`config.mk`:
```
export PLATFORM = sky130hd
export DESIGN_NAME = frame_seq
export DESIGN_NICKNAME = d
export VERILOG_FILES = /design/src/rtl/fseq_pkg.sv /design/src/rtl/fseq_ctrl.sv /design/src/rtl/fseq_addr_gen.sv /design/src/rtl/frame_seq.sv
export SDC_FILE = /design/constraint.sdc
export NUM_CORES = 1
export LEC_CHECK = 0
export ABC_AREA = 1
export BUFFER_PORTS_ARGS = -buffer_cell sky130_fd_sc_hd__buf_2
export CELL_PAD_IN_SITES_DETAIL_PLACEMENT = 0
export CELL_PAD_IN_SITES_GLOBAL_PLACEMENT = 1
export CORE_MARGIN = 2
export CORE_UTILIZATION = 41
export CTS_BUF_LIST = sky130_fd_sc_hd__clkbuf_4 sky130_fd_sc_hd__clkbuf_8 sky130_fd_sc_hd__clkbuf_16
export DETAILED_ROUTE_END_ITERATION = 10
export PLACE_DENSITY_LB_ADDON = 0.1
export SETUP_SLACK_MARGIN = 0.4
export SLEW_MARGIN = 10
export SYNTH_ARGS = -nofsm -noshare
export SYNTH_HDL_FRONTEND = slang
export SYNTH_SLANG_ARGS = --single-unit
export TNS_END_PERCENT = 1
```
`constraint.sdc`:
```
create_clock -name clk_i -period 3.3 [get_ports clk_i]
set_clock_uncertainty 0.15 [all_clocks]
set_input_delay 0.165 -clock clk_i [delete_from_list [all_inputs] [get_ports clk_i]]
set_output_delay 0.165 -clock clk_i [all_outputs]
set_load 0.02 [all_outputs]
```
`src/rtl/fseq_pkg.sv`:
```
package fseq_pkg;
  typedef enum logic [1:0] {
    OP_CALL_ABS = 2'd0,
    OP_CALL_REG = 2'd1,
    OP_RET      = 2'd2,
    OP_TRAP     = 2'd3
  } fseq_op_e;

  typedef enum logic [1:0] {
    ST_IDLE = 2'd0,
    ST_ACC0 = 2'd1,
    ST_ACC1 = 2'd2,
    ST_FIN  = 2'd3
  } fseq_state_e;
endpackage

```
`src/rtl/fseq_ctrl.sv`:
```
module fseq_ctrl
  import fseq_pkg::*;
(
  input  logic clk_i,
  input  logic rst_ni,
  input  logic start_i,
  input  logic ready_i,
  output logic load_o,
  output logic req_o,
  output logic step_o,
  output logic first_acc_o,
  output logic last_acc_o,
  output logic done_o
);
  fseq_state_e state_q, state_d;

  always_comb begin
    state_d = state_q;
    unique case (state_q)
      ST_IDLE: if (start_i) state_d = ST_ACC0;
      ST_ACC0: if (ready_i) state_d = ST_ACC1;
      ST_ACC1: if (ready_i) state_d = ST_FIN;
      default: state_d = ST_IDLE;
    endcase
  end

  always_ff @(posedge clk_i or negedge rst_ni) begin
    if (!rst_ni) state_q <= ST_IDLE;
    else         state_q <= state_d;
  end

  assign load_o      = (state_q == ST_IDLE) && start_i;
  assign req_o       = (state_q == ST_ACC0) || (state_q == ST_ACC1);
  assign step_o      = (state_q == ST_ACC1);
  assign first_acc_o = (state_q == ST_ACC0) && ready_i;
  assign last_acc_o  = (state_q == ST_ACC1) && ready_i;
  assign done_o      = (state_q == ST_FIN);
endmodule

```
`src/rtl/fseq_addr_gen.sv`:
```
module fseq_addr_gen
  import fseq_pkg::*;
#(
  parameter int DW = 32
) (
  input  fseq_op_e        op_i,
  input  logic            step_i,
  input  logic [DW-1:0]   fp_i,
  input  logic [DW-1:0]   sp_i,
  input  logic [DW-1:0]   ret_addr_i,
  output logic            we_o,
  output logic [DW-1:0]   addr_o,
  output logic [DW-1:0]   wdata_o
);
  localparam int WB = DW / 8;
  localparam int LSB = $clog2(WB);
  localparam logic [DW-1:0] OFS_RA = DW'(2 * WB);
  localparam logic [DW-1:0] OFS_FP = DW'(3 * WB);
  localparam logic [DW-1:0] OFS_W  = DW'(WB);

  logic [DW-1:0] raw_addr;

  always_comb begin
    if (op_i == OP_RET) begin
      we_o     = 1'b0;
      raw_addr = step_i ? fp_i + OFS_W : fp_i;
      wdata_o  = '0;
    end else begin
      we_o     = 1'b1;
      raw_addr = step_i ? sp_i - OFS_FP : sp_i - OFS_RA;
      wdata_o  = step_i ? fp_i : ret_addr_i;
    end
  end

  assign addr_o = {raw_addr[DW-1:LSB], {LSB{1'b0}}};
endmodule

```
`src/rtl/frame_seq.sv`:
```
module frame_seq
  import fseq_pkg::*;
#(
  parameter int DW = 32
) (
  input  logic          clk_i,
  input  logic          rst_ni,
  input  logic          start_i,
  input  logic [1:0]    op_i,
  input  logic [DW-1:0] pc_i,
  input  logic [DW-1:0] target_i,
  input  logic [DW-1:0] trap_vec_i,
  input  logic [DW-1:0] fp_i,
  input  logic [DW-1:0] sp_i,
  output logic          mem_req_o,
  output logic          mem_we_o,
  output logic [DW-1:0] mem_addr_o,
  output logic [DW-1:0] mem_wdata_o,
  input  logic [DW-1:0] mem_rdata_i,
  input  logic          mem_ready_i,
  output logic [DW-1:0] fp_o,
  output logic [DW-1:0] sp_o,
  output logic [DW-1:0] pc_o,
  output logic          done_o
);
  localparam int WB = DW / 8;
  localparam logic [DW-1:0] LEN_LONG  = DW'(6);
  localparam logic [DW-1:0] LEN_SHORT = DW'(2);
  localparam logic [DW-1:0] FRAME     = DW'(3 * WB);

  fseq_op_e      op_q;
  logic [DW-1:0] fp_q, sp_q, ret_q, tgt_q, rd0_q;
  logic          load, step, first_acc, last_acc;

  fseq_ctrl u_ctrl (
    .clk_i       (clk_i),
    .rst_ni      (rst_ni),
    .start_i     (start_i),
    .ready_i     (mem_ready_i),
    .load_o      (load),
    .req_o       (mem_req_o),
    .step_o      (step),
    .first_acc_o (first_acc),
    .last_acc_o  (last_acc),
    .done_o      (done_o)
  );

  fseq_addr_gen #(.DW(DW)) u_addr (
    .op_i       (op_q),
    .step_i     (step),
    .fp_i       (fp_q),
    .sp_i       (sp_q),
    .ret_addr_i (ret_q),
    .we_o       (mem_we_o),
    .addr_o     (mem_addr_o),
    .wdata_o    (mem_wdata_o)
  );

  // Operands are latched once, so input changes while busy have no effect
  always_ff @(posedge clk_i or negedge rst_ni) begin
    if (!rst_ni) begin
      op_q  <= OP_CALL_ABS;
      fp_q  <= '0;
      sp_q  <= '0;
      ret_q <= '0;
      tgt_q <= '0;
    end else if (load) begin
      op_q  <= fseq_op_e'(op_i);
      fp_q  <= fp_i;
      sp_q  <= sp_i;
      ret_q <= pc_i + ((fseq_op_e'(op_i) == OP_CALL_REG) ? LEN_SHORT : LEN_LONG);
      tgt_q <= (fseq_op_e'(op_i) == OP_TRAP) ? trap_vec_i : target_i;
    end
  end

  always_ff @(posedge clk_i or negedge rst_ni) begin
    if (!rst_ni)        rd0_q <= '0;
    else if (first_acc) rd0_q <= mem_rdata_i;
  end

  // Architectural results commit on the edge that raises done_o
  always_ff @(posedge clk_i or negedge rst_ni) begin
    if (!rst_ni) begin
      fp_o <= '0;
      sp_o <= '0;
      pc_o <= '0;
    end else if (last_acc) begin
      if (op_q == OP_RET) begin
        fp_o <= rd0_q;
        pc_o <= mem_rdata_i;
        sp_o <= fp_q + FRAME;
      end else begin
        fp_o <= sp_q - FRAME;
        sp_o <= sp_q - FRAME;
        pc_o <= tgt_q;
      end
    end
  end
endmodule

```
Word level (Yosys, flattened, before mapping)
Cells that the tools add are included.

Mux-type cells: 15. Reduce and logical (&&, ||, !) cells: 6. Add/sub/neg operators: 5. Equal/unequal tests: 9.

Operators by type and width (number): 32-bit 2-to-1 mux (9); 32-bit by 4-bit subtractor with 32-bit output (second input constant) (2); 32-bit by 3-bit adder with 32-bit output (1); 32-bit by 3-bit adder with 32-bit output (second input constant) (1); 32-bit by 4-bit adder with 32-bit output (second input constant) (1); 2-bit equality test (second input constant) (4); 2-bit 2-to-1 mux (3); 2-bit inequality test (second input constant) (3); 2-bit one-hot mux with 3 select lines (1); 2-bit by 1-bit equality test with 1-bit output (second input constant) (2); 1-bit logical AND (3); 3-bit 2-to-1 mux (1); 3-bit AND reduction (1); 2-bit logical NOT (1); 1-bit logical OR (1); 1-bit 2-to-1 mux (1).

Output and inout port bits: 163. Input bits: 198. Word-level logic and storage cells: 45. Bits in registers: 260.

Longest topological paths before layout
Gate-level depths: netlist (run 1).

Word-level depth: 3. Mapped depth: 13. Gate-level depth less buffers: 13.

Cells and area by module
A second synthesis (run 1) with hierarchy kept.

Cells, all modules: 2316. Area total of the unflattened synthesis: 15802.7 um2.

By module, submodules not included: frame_seq (area an instance 12967.4 um2, cells an instance 1729, seq. area each 6456.2 um2, instances 1); fseq_addr_gen (area an instance 2607.5 um2, cells an instance 556, seq. area each 0.0 um2, instances 1); fseq_ctrl (area an instance 227.7 um2, cells an instance 31, seq. area each 50.0 um2, instances 1).

Least setup slack after synthesis (run 1)
No wires, ideal clock.

Path kind: register to output. Start point: register u_ctrl.state_q[0]. End point: output mem_wdata_o[3]. Data required time: 2.985 ns. Path buffers: 2. Arrival: 1.710 ns. Path slack: 1.275 ns. Stages on the path, launching flop included: 8. Cell sequence: dfrtp_1 inv_1 ha_1 buf_2 inv_1 clkbuf_1 o21ai_0 a21oi_1.

Longest elaborated chain between the ends: 3.

RTL lines: start: declaration (line fseq_ctrl.sv:15) `fseq_state_e state_q, state_d;`; start signal: assignment (line fseq_ctrl.sv:29) `else state_q <= state_d;`; 2-bit equality test (line fseq_ctrl.sv:34) `assign step_o = (state_q == ST_ACC1);`; 32-bit 2-to-1 mux (line fseq_addr_gen.sv:31) `wdata_o = step_i ? fp_i : ret_addr_i;`; 32-bit 2-to-1 mux (line fseq_addr_gen.sv:24) `if (op_i == OP_RET) begin`; end: declaration (line frame_seq.sv:18) `output logic [DW-1:0] mem_wdata_o,`.

No other way between the ends.

Worst setup path in the final report (run 1)
Start point: register sp_q[2]. End point: output mem_addr_o[26].

Longest elaborated chain between the ends: 3. Elaborated cells on any way between the ends: 4. Classes of those cells: add/sub: 2; mux: 2.

RTL lines: start: declaration (line frame_seq.sv:32) `logic [DW-1:0] fp_q, sp_q, ret_q, tgt_q, rd0_q;`; start signal: assignment (line frame_seq.sv:70) `sp_q <= sp_i;`; 32-bit by 4-bit subtractor with 32-bit output (line fseq_addr_gen.sv:30) `raw_addr = step_i ? sp_i - OFS_FP : sp_i - OFS_RA;`; 32-bit 2-to-1 mux * (line fseq_addr_gen.sv:30); 32-bit 2-to-1 mux * (line fseq_addr_gen.sv:24); end: declaration (line frame_seq.sv:17) `output logic [DW-1:0] mem_addr_o,`.

Every way passes the cells marked *; elsewhere a longest branch is shown, timed or not.

==> results of run 1 <==
worst min path at each step:
| stage | endpoint | slack [ns] | cells after the start | start |
|---|---|---|---|---|
| floorplan | fp_o[0] | -0.28 | 0 | rst_ni |
| global placement | fp_q[29] | 0.06 | 1 | rst_ni |
| detailed placement | fp_q[30] | 0.06 | 1 | rst_ni |
| CTS | rd0_q[17] | 0.002 | 3 | mem_ready_i |
| global route | rd0_q[17] | 0.04 | 3 | mem_ready_i |
| finish | fp_q[30] | -0.008 | 2 | rst_ni |
metal layers:
metal  vias to the layer above  part of all wire  global-route usage
li1                       8010                 -                   -
met1                      7854              0.45               0.436
met2                       602              0.46               0.504
met3                       105             0.061              0.0423
met4                         0             0.034              0.0906
met5                         -                 0                   0
sequential cells by signal, summed over array words and instances (netlist names):
| signal | cells |
|---|---|
| u_ctrl.state_q | 2 |
| tgt_q | 32 |
| fp_q | 32 |
| ret_q | 32 |
| sp_q | 32 |
| sp_o | 32 |
| op_q | 2 |
| fp_o | 32 |
| pc_o | 32 |
| rd0_q | 32 |
kinds of logic after synthesis:
family	Yosys count	synth area share
xor gates and xnor gates	38	0.0220
and+or+nand+nor	1213	0.329
DFF	260	0.430
other	1	0.000248
buffers and inverters	261	0.0753
AOI/OAI and AO/OA	375	0.127
muxes	9	0.00670
adders and majority gates	11	0.00959
repair_timing:
item / CTS / global route
gates resized for setup: 19 / 38
hold buffers: 224 / 0
buffers inserted: 5 / 6
setup endpoints to repair: 57 / 51
pin swaps: 2 / 7
hold endpoints to repair: 308 / 0
power by group through the flow:
stage / Clock, mW / Sequential, mW / Combinational [mW]
after floorplan: 0 / 6.27 / 6.42
after global placement: 0 / 5.94 / 10.3
after detailed placement: 0 / 5.95 / 10.4
after CTS: 3.75 / 5.93 / 11.0
after global routing: 3.88 / 6.16 / 12.3
final: 3.71 / 5.97 / 11.2
layout by cell type (no fill, tap or decap), types with 4 or more instances in the layout:
cell / instances
nor2_1: 206
a31oi_1: 20
nand4_1: 19
mux2_2: 9
buf_12: 8
clkbuf_16: 31
xnor2_1: 10
inv_1: 121
a21oi_1: 107
o21ai_0: 223
ha_1: 8
bufinv_16: 4
buf_4: 31
nor3_1: 11
nand3_1: 128
xor2_1: 27
nor2_2: 27
inv_2: 6
nand3_2: 11
buf_2: 356
nor2_4: 15
dlygate4sd3_1: 224
nand2_1: 762
o21ai_1: 13
o22ai_1: 4
dfrtp_1: 258
clkbuf_8: 6
nand2_2: 26
clkbuf_4: 10
cell type report:
class / instances / area, um2
fillers: 3519 / 15600
multi-input cells: 1648 / 7680
flip-flops and latches: 260 / 6510
repair buffers: 621 / 4440
clock buffers: 47 / 933
well taps: 468 / 586
inverters: 131 / 503
clock inverters: 10 / 178
==> impl_metrics.py, run 1 <==
metrics = {
    "sta": {
        "finalSetupViolCount": 0,
        "whs_ns": -0.00783,
        "finalCritPeriodShare": 0.888,
        "rsz0062_at_grt": "true",
        "setup_tns_ns": 0,
        "finalCriticalPeriod_ns": 2.93,
        "max_slew_margin": 0.240,
        "final-max-slew-violation-count": 0,
        "worst_pin_slew_ns": 1.14,
        "worst_slack_ns": 0.371,
        "fmax_mhz": 341,
        "hold_viol": 3,
    },
    "pwr": {
        "irDropWorstVdd_mv": 0.576,
        "p_leak_nw": 10.1,
        "p_int_mw": 10.6,
        "power-per-cell-area_nw_per_um2": 1000,
        "swShare": 0.495,
        "combPwrFrac": 0.537,
        "power_frac_clock": 0.177,
        "net-switching-power_mw": 10.4,
        "sequentialPowerShare": 0.285,
        "power.total_mw": 20.9,
    },
    "critical_path": {
        "cp.arrival_ns": 2.61,
        "required_ns": 2.98,
        "cp_common_cell": "nand2_1",
        "crit_start": "sp_q[2]",
        "cp-endpoint": "mem_addr_o[26]",
        "crit_path_max_fanout": 6,
        "worstRegToRegCells": 7,
        "reg2reg_from": "u_ctrl.state_q[1]",
        "r2r_end": "tgt_q[9]",
        "critPathLaunchType": "register",
        "critPathCaptureType": "output port",
        "critPathSlowestCell": "dfrtp_1",
        "slowest_delay_ns": 0.45,
        "cpLargestDelayFamily": "simple AND/OR/NAND/NOR gates",
        "worst-path-stages": 12,
        "critPathBufInv": 3,
        "critical_path.cell_chain": "ha_2, inv_1, nand2_1, nor2_4, buf_12, nand3_1, nand2_1, nand3_4, nand2_1, nand2_1, nand2_1, buf_2",
        "path_class": "reg -> out",
        "reg2reg_setup_slack_ns": 0.48,
    },
    "clocking": {
        "clk_pin_slew_worst_paths_ns": 0.06,
        "clkLatencyLatePin_ns": 0.58,
        "cts.sinks": 260,
        "clockRootBuffer": "clkbuf_16",
        "clk_path_buf_depth": 3,
        "htreeDepth": 1,
        "numCtsBuffers": 31,
        "cts_tree": "done",
    },
    "global_routing": {
        "grt_pass1_wl_mm": 93.3,
        "antenna_found_initial": 0,
        "grt_usage": 0.311,
        "grt_max_degree": 87,
        "grt_pass1_vias": 16000,
        "grt-ovfl-total": 0,
    },
    "place": {
        "gp_congestion": 0.927,
        "post-place-ws_ns": 0.484,
        "placed_cell_area_um2": 17200,
        "hpwl_mm": 44.4,
        "placed_cells": 2893,
        "port_buffers": 358,
    },
    "floorplanning": {
        "dieWidth_um": 196,
        "die_y_um": 196,
        "placementRows": 70,
        "initial_core_util": 0.415,
        "die_area_um2": 38500,
        "core_um2": 36400,
        "io_pins": 361,
    },
    "min_path": {
        "hp-class": "in -> async",
    },
    "layout": {
        "fin_area_um2": 20800,
        "drive_above_1_share": 0.208,
        "area_delta_synth_final_pct": 37.7,
        "nNetsFinal": 2902,
        "n_antenna_cell": 0,
        "fin_util": 0.572,
        "stdcell_count": 3185,
    },
    "yosys": {
        "syn_inst": 2168,
        "ys.warnings.count": 0,
        "synth_area_um2": 15100,
        "synth_commonest_cells": "nand2_1, dfrtp_1, o21ai_0",
        "synth_top_cell_area_share": 0.430,
        "avgSynthCellArea_um2": 6.98,
        "synth_area_leaders": "dfrtp_1, nand2_1, o21ai_0, nor2_1, nand3_1",
        "synth_edf_count": 0,
        "ys_seq_elements": 260,
        "async_reset_ff_frac": 1.00,
        "yosysMostFrequentCell": "nand2_1",
        "ys_seq_area_frac": 0.430,
        "yosys.area.top_type": "dfrtp_1",
        "ys_types": 33,
        "synth_ff_type": "dfrtp_1",
    },
    "outcome": {
        "violations": "hold timing",
        "outcome": "finished, violations left",
    },
    "flow_run": {
        "cap_violations": 0,
    },
    "routing": {
        "num_vias": 16600,
        "via_per_inst": 5.20,
        "drc": 0,
        "routed_wl_mm": 60.9,
        "dr.pass1.iters": 5,
        "antenna_left": 0,
        "routedWlPerCell_um": 19.1,
        "drt-initial-drc-count": 1324,
    },
}
No activity file was read; power rests on OpenSTA's default activity.
==> inputs of run 2 (changes only) <==
--- a/config.mk
+++ b/config.mk
@@ -9,7 +9,6 @@
 export BUFFER_PORTS_ARGS = -buffer_cell sky130_fd_sc_hd__buf_2
 export CELL_PAD_IN_SITES_DETAIL_PLACEMENT = 0
 export CELL_PAD_IN_SITES_GLOBAL_PLACEMENT = 1
-export CORE_MARGIN = 2
 export CORE_UTILIZATION = 41
 export CTS_BUF_LIST = sky130_fd_sc_hd__clkbuf_4 sky130_fd_sc_hd__clkbuf_8 sky130_fd_sc_hd__clkbuf_16
 export DETAILED_ROUTE_END_ITERATION = 10
==> impl_metrics.py, run 2 (synthesis gave the netlist of run 1 again) <==
metrics = {
    "outcome": {
        "outcome": "finished, final reports clean",
    },
    "layout": {
        "layout_common_cells": "nand2_1, buf_2, dfrtp_1",
        "final_common_cell": "nand2_1",
        "nNetsFinal": 2910,
        "nFillCells": 3451,
        "fin_util": 0.579,
        "stdcell_count": 3185,
        "drive_above_1_share": 0.201,
        "n_antenna_cell": 0,
        "area_delta_synth_final_pct": 37.3,
    },
    "sta": {
        "whs_ns": 0.0332,
        "setup_tns_ns": 0,
        "max_slew_margin": 0.310,
        "finalCriticalPeriod_ns": 2.98,
        "fmax_mhz": 336,
        "final-max-slew-violation-count": 0,
        "finalCritPeriodShare": 0.902,
        "worst_pin_slew_ns": 1.03,
        "hold_viol": 0,
        "finalSetupViolCount": 0,
        "rsz0062_at_grt": "true",
    },
    "critical_path": {
        "cp_common_cell": "nand2_1",
        "critPathCaptureType": "output port",
        "path_class": "reg -> out",
        "critPathLaunchType": "register",
        "critPathSlowestCell": "dfrtp_1",
        "slowest_delay_ns": 0.41,
        "required_ns": 2.98,
        "cp.arrival_ns": 2.66,
        "worstRegToRegCells": 8,
        "critical_path.cell_chain": "inv_2, ha_1, nand2_1, nand2_2, nor2_4, a21oi_1, o21ai_1, nand2_1, o21ai_0, nand2_1, buf_2",
        "crit_path_max_fanout": 6,
    },
    "routing": {
        "num_vias": 16700,
        "drt-initial-drc-count": 1203,
        "antenna_left": 0,
        "dr.pass1.iters": 5,
        "via_per_inst": 5.25,
        "drc": 0,
        "routedWlPerCell_um": 19.2,
        "routed_wl_mm": 61.1,
    },
    "floorplanning": {
        "dieWidth_um": 194,
        "placementRows": 69,
        "die_y_um": 194,
        "die_area_um2": 37700,
        "io_pins": 361,
        "initial_core_util": 0.421,
        "core_um2": 35900,
    },
    "clocking": {
        "clk_pin_slew_worst_paths_ns": 0.06,
        "cts_tree": "done",
        "cts.sinks": 260,
        "clockRootBuffer": "clkbuf_16",
        "numCtsBuffers": 31,
        "clk_path_buf_depth": 3,
        "htreeDepth": 1,
        "clkLatencyLatePin_ns": 0.59,
    },
    "global_routing": {
        "grt_pass1_wl_mm": 94.1,
        "grt_max_degree": 113,
        "grt_pass1_vias": 16100,
        "grt_usage": 0.320,
        "grt-ovfl-total": 0,
        "antenna_found_initial": 0,
    },
    "place": {
        "port_buffers": 358,
        "placed_cells": 2888,
        "gp_congestion": 0.969,
        "hpwl_mm": 45.0,
    },
    "pwr": {
        "irDropWorstVdd_mv": 0.611,
        "p_leak_nw": 10.1,
        "power-per-cell-area_nw_per_um2": 1010,
    },
    "min_path": {
        "hp-class": "in -> async",
    },
    "flow_run": {
        "cap_violations": 0,
    },
}
-- run 2: metrics by stage --
| stage | area (um2) | worst slack, ns | total power, mW |
|---|---|---|---|
| 5_1_grt | 20800 | 0.244 | 22.3 |
| 3_5_place_dp | 17200 | 0.609 | 16.4 |
| 3_3_place_gp | 17200 | 0.693 | 16.4 |
| 2_1_floorplan | 15100 | 1.28 | 12.7 |
| 6_report | 20800 | 0.325 | 20.9 |
| 4_1_cts | 20700 | 0.297 | 20.8 |
-- run 2: worst paths after layout --
path	from	endpoint	slack (ns)
worst min-delay path	rst_ni	sp_q[22]	0.03
worst max register to register	u_ctrl.state_q[1]	tgt_q[30]	0.47
min in group clk_i	pc_i[0]	ret_q[0]	0.15
max in group asynchronous	rst_ni	tgt_q[21]	2.00
worst max-delay path	sp_q[4]	mem_addr_o[9]	0.32
worst min register to register	rd0_q[25]	rd0_q[25]	0.32
-- run 2: metal layers --
metal | up-vias | GRT usage | wire length, um
li1 | 8025 | - | -
met1 | 7908 | 0.453 | 27500
met2 | 664 | 0.500 | 27400
met3 | 109 | 0.0454 | 4090
met4 | 0 | 0.109 | 2140
met5 | - | 0 | 0
-- run 2: timing repair --
action                     CTS  global route
hold endpoints to repair   300             0
setup endpoints to repair   61            84
hold buffers               231             0
resized for setup           17            21
pin swaps                    2             7
gates cloned                 0             0
buffers inserted             3             7
-- run 2: cell type report --
class / instances / area (um2) / area share
Clock buffer: 44 / 930 / 0.0447
Tap cell: 461 / 577 / 0.0278
Multi-Input combinational cell: 1648 / 7620 / 0.367
Sequential cell: 260 / 6510 / 0.313
Inverter: 131 / 495 / 0.0238
Timing Repair Buffer: 629 / 4500 / 0.216
Clock inverter: 12 / 156 / 0.00753
-- run 2: worst max-delay path: cells and delay by family, from the launching register on --
kind / cells / cell delay [ns]
flip-flops: 1 / 0.41
AO/OA/AOI/OAI: 3 / 0.47
buffers and inverters: 2 / 0.29
adder cells (fa/ha/maj): 1 / 0.18
AND/OR/NAND/NOR: 5 / 0.71
-- run 2: where the power goes --
group	switching, mW	internal [mW]
Combinational	7.69	3.63
Clock	1.42	2.19
Sequential	1.23	4.73
